### config.mk
export PLATFORM = sky130hd
export DESIGN_NAME = intc_top
export DESIGN_NICKNAME = d
export VERILOG_FILES = /design/src/rtl/intc_pkg.sv /design/src/rtl/intc_sync.sv /design/src/rtl/intc_ctrl.sv /design/src/rtl/intc_dp.sv /design/src/rtl/intc_top.sv
export SDC_FILE = /design/constraint.sdc
export NUM_CORES = 1
export LEC_CHECK = 0
export ABC_AREA = 1
export CAP_MARGIN = 10
export CELL_PAD_IN_SITES_DETAIL_PLACEMENT = 1
export CELL_PAD_IN_SITES_GLOBAL_PLACEMENT = 1
export CORE_UTILIZATION = 35
export CTS_BUF_LIST = sky130_fd_sc_hd__clkbuf_4
export CTS_CLUSTER_DIAMETER = 150
export DETAILED_ROUTE_END_ITERATION = 8
export DONT_BUFFER_PORTS = 1
export GPL_ROUTABILITY_DRIVEN = 0
export HOLD_SLACK_MARGIN = 0.02
export PLACE_DENSITY = 0.64
export SLEW_MARGIN = 20
export SYNTH_ARGS = -nofsm -noshare
export SYNTH_HDL_FRONTEND = slang
export SYNTH_SLANG_ARGS = --single-unit
### constraint.sdc
create_clock -name clk -period 1.2 [get_ports clk]
set_input_delay 0.06 -clock clk [delete_from_list [all_inputs] [get_ports clk]]
set_output_delay 0.06 -clock clk [all_outputs]
set_load 0.03 [all_outputs]
### src/rtl/intc_pkg.sv
package intc_pkg;
  typedef enum logic [1:0] {
    REG_CTRL  = 2'd0,
    REG_PFLAG = 2'd1,
    REG_PEN   = 2'd2,
    REG_PORT  = 2'd3
  } regSel_e;

  localparam int B_EXT_EN  = 0;
  localparam int B_TMR_EN  = 1;
  localparam int B_PORT_EN = 2;
  localparam int B_GRP_EN  = 3;
  localparam int B_EXT_F   = 4;
  localparam int B_TMR_F   = 5;
  localparam int B_PORT_F  = 6;
  localparam int B_GIE     = 7;

  typedef struct packed {
    logic setExt;
    logic setTmr;
    logic setPort;
    logic setCmp;
    logic clrGie;
    logic setGie;
  } evtStrobe_t;
endpackage

### src/rtl/intc_sync.sv
module intc_sync #(
  parameter int W      = 1,
  parameter int STAGES = 2
) (
  input  logic         clk,
  input  logic         rst,
  input  logic [W-1:0] din,
  output logic [W-1:0] dout
);
  logic [STAGES-1:0][W-1:0] stage;

  always_ff @(posedge clk) begin
    if (rst) stage[0] <= '0;
    else     stage[0] <= din;
  end

  for (genvar s = 1; s < STAGES; s++) begin : g_stage
    always_ff @(posedge clk) begin
      if (rst) stage[s] <= '0;
      else     stage[s] <= stage[s-1];
    end
  end

  assign dout = stage[STAGES-1];
endmodule

### src/rtl/intc_ctrl.sv
module intc_ctrl
  import intc_pkg::*;
#(
  parameter int PORT_W = 4,
  parameter int SYNC_STAGES = 2
) (
  input  logic              clk,
  input  logic              rst,
  input  logic              extPin,
  input  logic [PORT_W-1:0] portPins,
  input  logic              tmrOvf,
  input  logic              cmpEvt,
  input  logic              irqAck,
  input  logic              retStrobe,
  input  logic              wrEn,
  input  logic              rdEn,
  input  logic [1:0]        addr,
  input  logic              wrGieBit,
  input  logic              gie,
  input  logic              pendEn,
  output evtStrobe_t        strobes,
  output logic [PORT_W-1:0] portSync,
  output logic              irq,
  output logic              wake,
  output logic              nopSlot
);
  logic extSync;
  logic extPrev;
  logic [PORT_W-1:0] portLatch;
  logic gieClearWr;

  intc_sync #(.W(1), .STAGES(SYNC_STAGES)) i_extSync (
    .clk(clk), .rst(rst), .din(extPin), .dout(extSync)
  );

  intc_sync #(.W(PORT_W), .STAGES(SYNC_STAGES)) i_portSync (
    .clk(clk), .rst(rst), .din(portPins), .dout(portSync)
  );

  always_ff @(posedge clk) begin
    if (rst) begin
      extPrev   <= 1'b0;
      portLatch <= '0;
      nopSlot   <= 1'b0;
    end else begin
      extPrev <= extSync;
      if (rdEn && addr == REG_PORT) portLatch <= portSync;
      nopSlot <= gieClearWr;
    end
  end

  assign gieClearWr = wrEn && (addr == REG_CTRL) && !wrGieBit;

  always_comb begin
    strobes.setExt  = extSync & ~extPrev;
    strobes.setTmr  = tmrOvf;
    strobes.setPort = |(portSync ^ portLatch);
    strobes.setCmp  = cmpEvt;
    strobes.clrGie  = irqAck;
    strobes.setGie  = retStrobe;
  end

  assign irq  = gie & pendEn & ~gieClearWr;
  assign wake = pendEn;
endmodule

### src/rtl/intc_dp.sv
module intc_dp
  import intc_pkg::*;
#(
  parameter int PORT_W = 4,
  parameter int DATA_W = 8
) (
  input  logic              clk,
  input  logic              rst,
  input  evtStrobe_t        strobes,
  input  logic              wrEn,
  input  logic [1:0]        addr,
  input  logic [DATA_W-1:0] wrData,
  input  logic [PORT_W-1:0] portSync,
  output logic [DATA_W-1:0] rdData,
  output logic [DATA_W-1:0] ctrlReg,
  output logic              gie,
  output logic              pendEn
);
  logic [DATA_W-1:0] ctrlQ, ctrlNext;
  logic pFlagQ, pFlagNext;
  logic pEnQ;
  logic wrCtrl;

  assign wrCtrl = wrEn && (addr == REG_CTRL);

  always_comb begin
    ctrlNext = ctrlQ;
    if (wrCtrl)              ctrlNext = wrData;
    else if (strobes.clrGie) ctrlNext[B_GIE] = 1'b0;
    else if (strobes.setGie) ctrlNext[B_GIE] = 1'b1;
    if (strobes.setExt)  ctrlNext[B_EXT_F]  = 1'b1;
    if (strobes.setTmr)  ctrlNext[B_TMR_F]  = 1'b1;
    if (strobes.setPort) ctrlNext[B_PORT_F] = 1'b1;

    pFlagNext = pFlagQ;
    if (wrEn && addr == REG_PFLAG) pFlagNext = wrData[0];
    if (strobes.setCmp)            pFlagNext = 1'b1;
  end

  always_ff @(posedge clk) begin
    if (rst) begin
      ctrlQ  <= '0;
      pFlagQ <= 1'b0;
      pEnQ   <= 1'b0;
    end else begin
      ctrlQ  <= ctrlNext;
      pFlagQ <= pFlagNext;
      if (wrEn && addr == REG_PEN) pEnQ <= wrData[0];
    end
  end

  always_comb begin
    rdData = '0;
    case (addr)
      REG_CTRL:  rdData = ctrlQ;
      REG_PFLAG: rdData[0] = pFlagQ;
      REG_PEN:   rdData[0] = pEnQ;
      default:   rdData[PORT_W-1:0] = portSync;
    endcase
  end

  assign pendEn = (ctrlQ[B_EXT_F]  & ctrlQ[B_EXT_EN])
                | (ctrlQ[B_TMR_F]  & ctrlQ[B_TMR_EN])
                | (ctrlQ[B_PORT_F] & ctrlQ[B_PORT_EN])
                | (pFlagQ & pEnQ & ctrlQ[B_GRP_EN]);
  assign gie     = ctrlQ[B_GIE];
  assign ctrlReg = ctrlQ;
endmodule

### src/rtl/intc_top.sv
module intc_top
  import intc_pkg::*;
#(
  parameter int PORT_W = 4,
  parameter int VEC_W  = 13,
  parameter logic [VEC_W-1:0] VECTOR = 13'h0004
) (
  input  logic              clk,
  input  logic              rst,
  input  logic              extPin,
  input  logic [PORT_W-1:0] portPins,
  input  logic              tmrOvf,
  input  logic              cmpEvt,
  input  logic              wrEn,
  input  logic              rdEn,
  input  logic [1:0]        addr,
  input  logic [7:0]        wrData,
  output logic [7:0]        rdData,
  input  logic              irqAck,
  input  logic              retStrobe,
  output logic              irq,
  output logic [VEC_W-1:0]  vector,
  output logic              wake,
  output logic              nopSlot
);
  localparam int DATA_W = 8;

  evtStrobe_t strobes;
  logic [PORT_W-1:0] portSync;
  logic [DATA_W-1:0] ctrlReg;
  logic gie;
  logic pendEn;

  intc_ctrl #(.PORT_W(PORT_W)) i_ctrl (
    .clk(clk), .rst(rst), .extPin(extPin), .portPins(portPins),
    .tmrOvf(tmrOvf), .cmpEvt(cmpEvt), .irqAck(irqAck), .retStrobe(retStrobe),
    .wrEn(wrEn), .rdEn(rdEn), .addr(addr), .wrGieBit(wrData[B_GIE]),
    .gie(gie), .pendEn(pendEn), .strobes(strobes), .portSync(portSync),
    .irq(irq), .wake(wake), .nopSlot(nopSlot)
  );

  intc_dp #(.PORT_W(PORT_W), .DATA_W(DATA_W)) i_dp (
    .clk(clk), .rst(rst), .strobes(strobes), .wrEn(wrEn), .addr(addr),
    .wrData(wrData), .portSync(portSync), .rdData(rdData),
    .ctrlReg(ctrlReg), .gie(gie), .pendEn(pendEn)
  );

  assign vector = VECTOR;
endmodule

Word-level counts from Yosys, hierarchy flattened
Cells that the tools add are included.
{ "word_totals": {"regBits": 26, "latch_bits": 0, "ram_bits": 0, "mem_bits_ro": 0, "input_bits": 23, "output_inout_bits": 24, "wordCells": 57, "memories": 0} }
{ "op_classes": {"add_sub_neg": 0, "n_mul": 0, "div_mod_pow": 0, "n_lt_le_gt_ge": 0, "eq_ne": 3, "n_shift": 0, "n_mux": 12, "bitwise_logic": 14, "n_reduce_logical": 14} }
{ "ops": {"columns": ["op", "count"], "rows": [
  ["$and A1 B1 Y1", 8],
  ["$mux W1", 8],
  ["$reduce_bool A2 Y1", 4],
  ["$mux W7", 1],
  ["$pmux W3 S2", 1],
  ["$logic_and A1 B1 Y1", 5],
  ["$eq A2 B2 Y1 const B", 2],
  ["$mux W4", 1],
  ["$reduce_or A4 Y1", 1],
  ["$xor A4 B4 Y4", 1],
  ["$or A1 B1 Y1", 3],
  ["$pmux W1 S3", 1],
  ["$reduce_bool A3 Y1", 1],
  ["$eq A2 B1 Y1 const B", 1],
  ["$logic_not A2 Y1", 1],
  ["$not A1 Y1", 2],
  ["$reduce_or A2 Y1", 1],
  ["$logic_not A1 Y1", 1]
]} }

Logic depth before layout (Yosys ltp)
{ "depth": {"depth_word": 6, "ltp_mapped": 7, "depth_no_buf": 7} }

Hierarchy
A second synthesis with hierarchy kept.
{ "unflattened": {"hier_cells": 206, "area_unflattened_um2": 1392.6} }
{ "modules_own_cells": {"columns": ["mod", "n_inst", "cells_each", "area_per_inst_um2", "seq_area_each_um2"], "rows": [
  ["intc_dp", 1, 95, 608.1, 200.2],
  ["intc_ctrl", 1, 61, 362.8, 120.1],
  ["intc_sync (i_ctrl.i_portSync)", 1, 29, 261.5, 160.2],
  ["intc_top", 1, 15, 105.1, 0.0],
  ["intc_sync (i_ctrl.i_extSync)", 1, 6, 55.1, 40.0]
]} }

Least setup slack after synthesis
No wires, ideal clock.
{ "synth_timing": {"path_kind": "register to output", "from": "register i_dp.ctrlQ[0], in the netlist i_dp.ctrlReg[0]", "to": "output irq", "arrival_time_ns": 1.186, "t_required_ns": 1.140, "setup_slack_ns": -0.046, "path_stages_with_launch": 5, "path_buffers": 0, "cell_sequence": "dfxtp_1 -> nand2_1 -> nand4_1 -> nand2_1 -> nor2_1"} }
{ "synth_between": {"elab_chain_cells": 6} }
{ "synth_rtl": {"columns": ["element", "line", "text"], "rows": [
  ["start: declaration", "intc_dp.sv:19", "logic [DATA_W-1:0] ctrlQ, ctrlNext;"],
  ["start signal: assignment", "intc_dp.sv:46", "ctrlQ <= ctrlNext;"],
  ["$and A1 B1 Y1", "intc_dp.sv:62", "assign pendEn = (ctrlQ[B_EXT_F] & ctrlQ[B_EXT_EN])"],
  ["$or A1 B1 Y1", "intc_dp.sv:63", "| (ctrlQ[B_TMR_F] & ctrlQ[B_TMR_EN])"],
  ["$or A1 B1 Y1", "intc_dp.sv:64", "| (ctrlQ[B_PORT_F] & ctrlQ[B_PORT_EN])"],
  ["$or A1 B1 Y1", "intc_dp.sv:65", "| (pFlagQ & pEnQ & ctrlQ[B_GRP_EN]);"],
  ["via wake", "intc_top.sv:23", "output logic wake,"],
  ["$and A1 B1 Y1 (2 in series)", "intc_ctrl.sv:63", "assign irq = gie & pendEn & ~gieClearWr;"],
  ["end: declaration", "intc_top.sv:21", "output logic irq,"]
]} }
The timed path passes the listed nets, and every way through them passes these cells.

Final worst setup path
{ "layout_timing": {"from": "register i_dp.pEnQ", "to": "output irq"} }
{ "layout_between": {"elab_chain_cells": 5} }
{ "layout_rtl": {"columns": ["element", "line", "text"], "rows": [
  ["start: declaration", "intc_dp.sv:21", "logic pEnQ;"],
  ["start signal: assignment", "intc_dp.sv:48", "if (wrEn && addr == REG_PEN) pEnQ <= wrData[0];"],
  ["$and A1 B1 Y1 (2 in series)", "intc_dp.sv:65", null],
  ["$or A1 B1 Y1", "intc_dp.sv:65", null],
  ["$and A1 B1 Y1 (2 in series)", "intc_ctrl.sv:63", null]
]} }
No other way between the ends.

==> run metrics <==
post-layout min period 1360 ps; clock latency reported for the late side of the worst-skew pair 350 ps; number of cell instances on the worst register-to-register path 3; # nets final 234; post-detailed-route via-to-cell ratio 4.46; RSZ-0062 raised after global routing true; FMAX 736 MHz; overall routed net length 3300 um; Die W 60.9 um; H-tree levels 1; starting density of the core 36.4%; total number of vias 1,141; min-delay worst type in2reg; post-synthesis to final-layout area growth 36.7%; library cell with the largest summed area after synthesis dfxtp_1; Post-Syn Instances 173; ordered cell list for the critical path nand3_2, nand4_1, nand2_1, nor2_2, buf_6; PnR worst setup slack -158 ps; fraction of registers with async set or reset after synthesis 0%; global-route usage over all layers 18.0%; maximum buffer depth of the clock tree 2; number of hold-slack violations in the final timing report 0; Crit path required time 1140 ps; overall power 1.93 mW; leading cell types by count after synthesis inv_1 (33), nand2_1 (31), dfxtp_1 (26), nor2_1 (25), buf_4 (13); worst vdd rail ir drop 0.635 mV; critical path launch point type register; kind of end point of the critical path output port; HPWL after detailed placement 2030 um; sequential-to-total area share from yosys stat 42.9%; Warnings, synthesis 0; worst setup slack for register-to-register paths 140 ps; die area 3710 sq um; PwrDens 1160 nW/um^2; Core Box Area 3340 sq um; maximum number of pins on one net before global-route repair 16; clock root buffer master clkbuf_4; most area-consuming cells after synthesis dfxtp_1 (43%), inv_1 (10%), nand2_1 (9.6%), buf_4 (8.0%), nor2_1 (7.7%); wire length of the first global-routing pass 4640 um; number of nets with antenna violations after routing 0; Leak 0.789 nW; number of global-route vias before repair 1,053; combined area of all synthesized cells 1210 sq um; maximum fanout encountered on the critical timing path 3; slew at the pin closest to its max-slew limit 557 ps; Final setup violation count 4; post-detailed-route wirelength per cell 12.9 um; number of flops mapped to enable cells by yosys 0; number of remaining DRC errors 0; Avg Cell Area, Syn 7.02 sq um; total inserted antenna cells 0; distinct cell type count of the synthesized netlist 22; clock transition at the registers of the reported paths 160 ps; status finished, violations left; instance count along the most critical hold path 3; relative max-transition margin 62.8%; number of top-level pins 47; iteration count of the initial detailed-routing pass 4; reg-to-reg startpoint i_ctrl.i_extSync.stage[0]; largest stage delay on the critical path 390 ps; proportion of layout cells with a drive suffix above 1 20.5%; die height 60.9 um; Worst Min Path Start wrEn; Crit-path slowest cell dfxtp_2; top flip-flop cell by instance count after synthesis dfxtp_1; fin. max-slew vios 0; DRT iter0 DRCs 31; most used standard cell by instance count after synthesis inv_1; largest clock skew in the final design 9.64 ps; fraction of synthesized cell area taken by the top area cell type 42.9%; flip-flop and latch count after synthesis 26; initial antenna violation count 0; fraction of the cycle the final worst path needs 113%; clock buffers created by TritonCTS 3; worst flop-to-flop path endpoint i_ctrl.i_extSync.dout; endpoint arrival time on the critical path 1300 ps; clock tree from TritonCTS yes; IO buf count 0; worst hold margin 6.27 ps; cell row count 21; total grt overflow 0; total number of clock tree sinks 26; number of maximum-capacitance violations 0; critical setup path kind reg2out; endpoint with the worst hold slack i_dp.ctrlReg[3]; violated checks setup timing
flip-flops by register name, summed over array words and instances, names as in the netlist:
register and count:
i_ctrl.portLatch 4, i_dp.pFlagQ 1, i_dp.ctrlReg 8, i_ctrl.extPrev 1, i_dp.pEnQ 1, i_ctrl.nopSlot 1
i_ctrl.i_extSync.dout 1, i_ctrl.i_extSync.stage 1, i_ctrl.i_portSync.stage 4, i_ctrl.i_portSync.dout 4
cell type report:
| class | count | area (sq um) |
|---|---|---|
| clock buffer | 3 | 22.5 |
| clock inverter | 1 | 30.0 |
| fill | 437 | 1680 |
| inverter | 35 | 136 |
| multi-input combinational | 107 | 504 |
| sequential | 26 | 536 |
| tap | 46 | 57.6 |
| timing repair buffer | 38 | 373 |
how the worst max path moves through the flow:
| stage | from | to | slack (ps) |
|---|---|---|---|
| floorplan | i_dp.ctrlReg[0] | irq | 60 |
| global placement | i_dp.ctrlReg[3] | irq | 310 |
| detailed placement | i_dp.pEnQ | irq | 290 |
| CTS | i_dp.pEnQ | irq | -70 |
| global route | i_dp.pEnQ | irq | -200 |
| finish | i_dp.pEnQ | irq | -160 |
report_power, final:
group | internal, mW | switching (mW) | total, mW
clock network | 0.339 | 0.302 | 0.641
logic | 0.136 | 0.207 | 0.344
registers | 0.914 | 0.0311 | 0.946
cell usage in the layout, fill, tap and decap left out, types with 2 or more instances in the layout:
master and n:
conb_1 13, a31oi_1 2, nand4_1 2, clkbuf_4 3
buf_4 8, o21ai_2 2, dlymetal6s4s_1 2, nand2_1 31
dfxtp_1 14, buf_6 6, nor2_1 23, dfxtp_2 12
o21bai_1 2, nand3_2 2, o21ai_0 9, inv_1 32
nor2_2 2, nand3_1 5, dlygate4sd3_1 22, o21ai_1 2
a21oi_1 6
cells by family (layout without fill, tap and decap cells):
family          Yosys count  count (layout)  share of synthesized area, %
compound gates           24              24                          11.4
other cells               2              13                         0.619
flops                    26              26                          42.9
buf+inv                  51              77                          20.5
simple gates             70              70                          24.5
metal layers:
layer	global-route usage [%]	routed length [um]	up-vias
li1	-	-	567
met1	19.6	1410	530
met2	32.8	1710	36
met3	2.77	96	8
met4	10.7	85	0
met5	0	0	-
through the flow:
stage               instances  setup TNS [ps]  cell area, sq um  utilization [%]  setup slack, ps
floorplan                 184               0              1260                -             62.7
global placement          223               0              1270             38.1              309
detailed placement        223               0              1270             38.1              294
CTS                       250            -330              1570             47.2            -67.9
global route              256            -579              1660             49.7             -201
finish                    256            -345              1660             49.7             -158
worst max-delay path, delay by kind of cell, from the launching register on:
kind / cells / cell delay, ps
simple gates: 4 / 400
buf+inv: 1 / 160
flops: 1 / 390
repair_timing:
action,CTS,global route
resized for setup,14,14
setup endpoints to repair,5,19
hold buffers,23,1
setup buffers,0,5
pin swaps,0,5
hold endpoints to repair,26,1
Note: power is estimated with default switching activity, not from simulation.
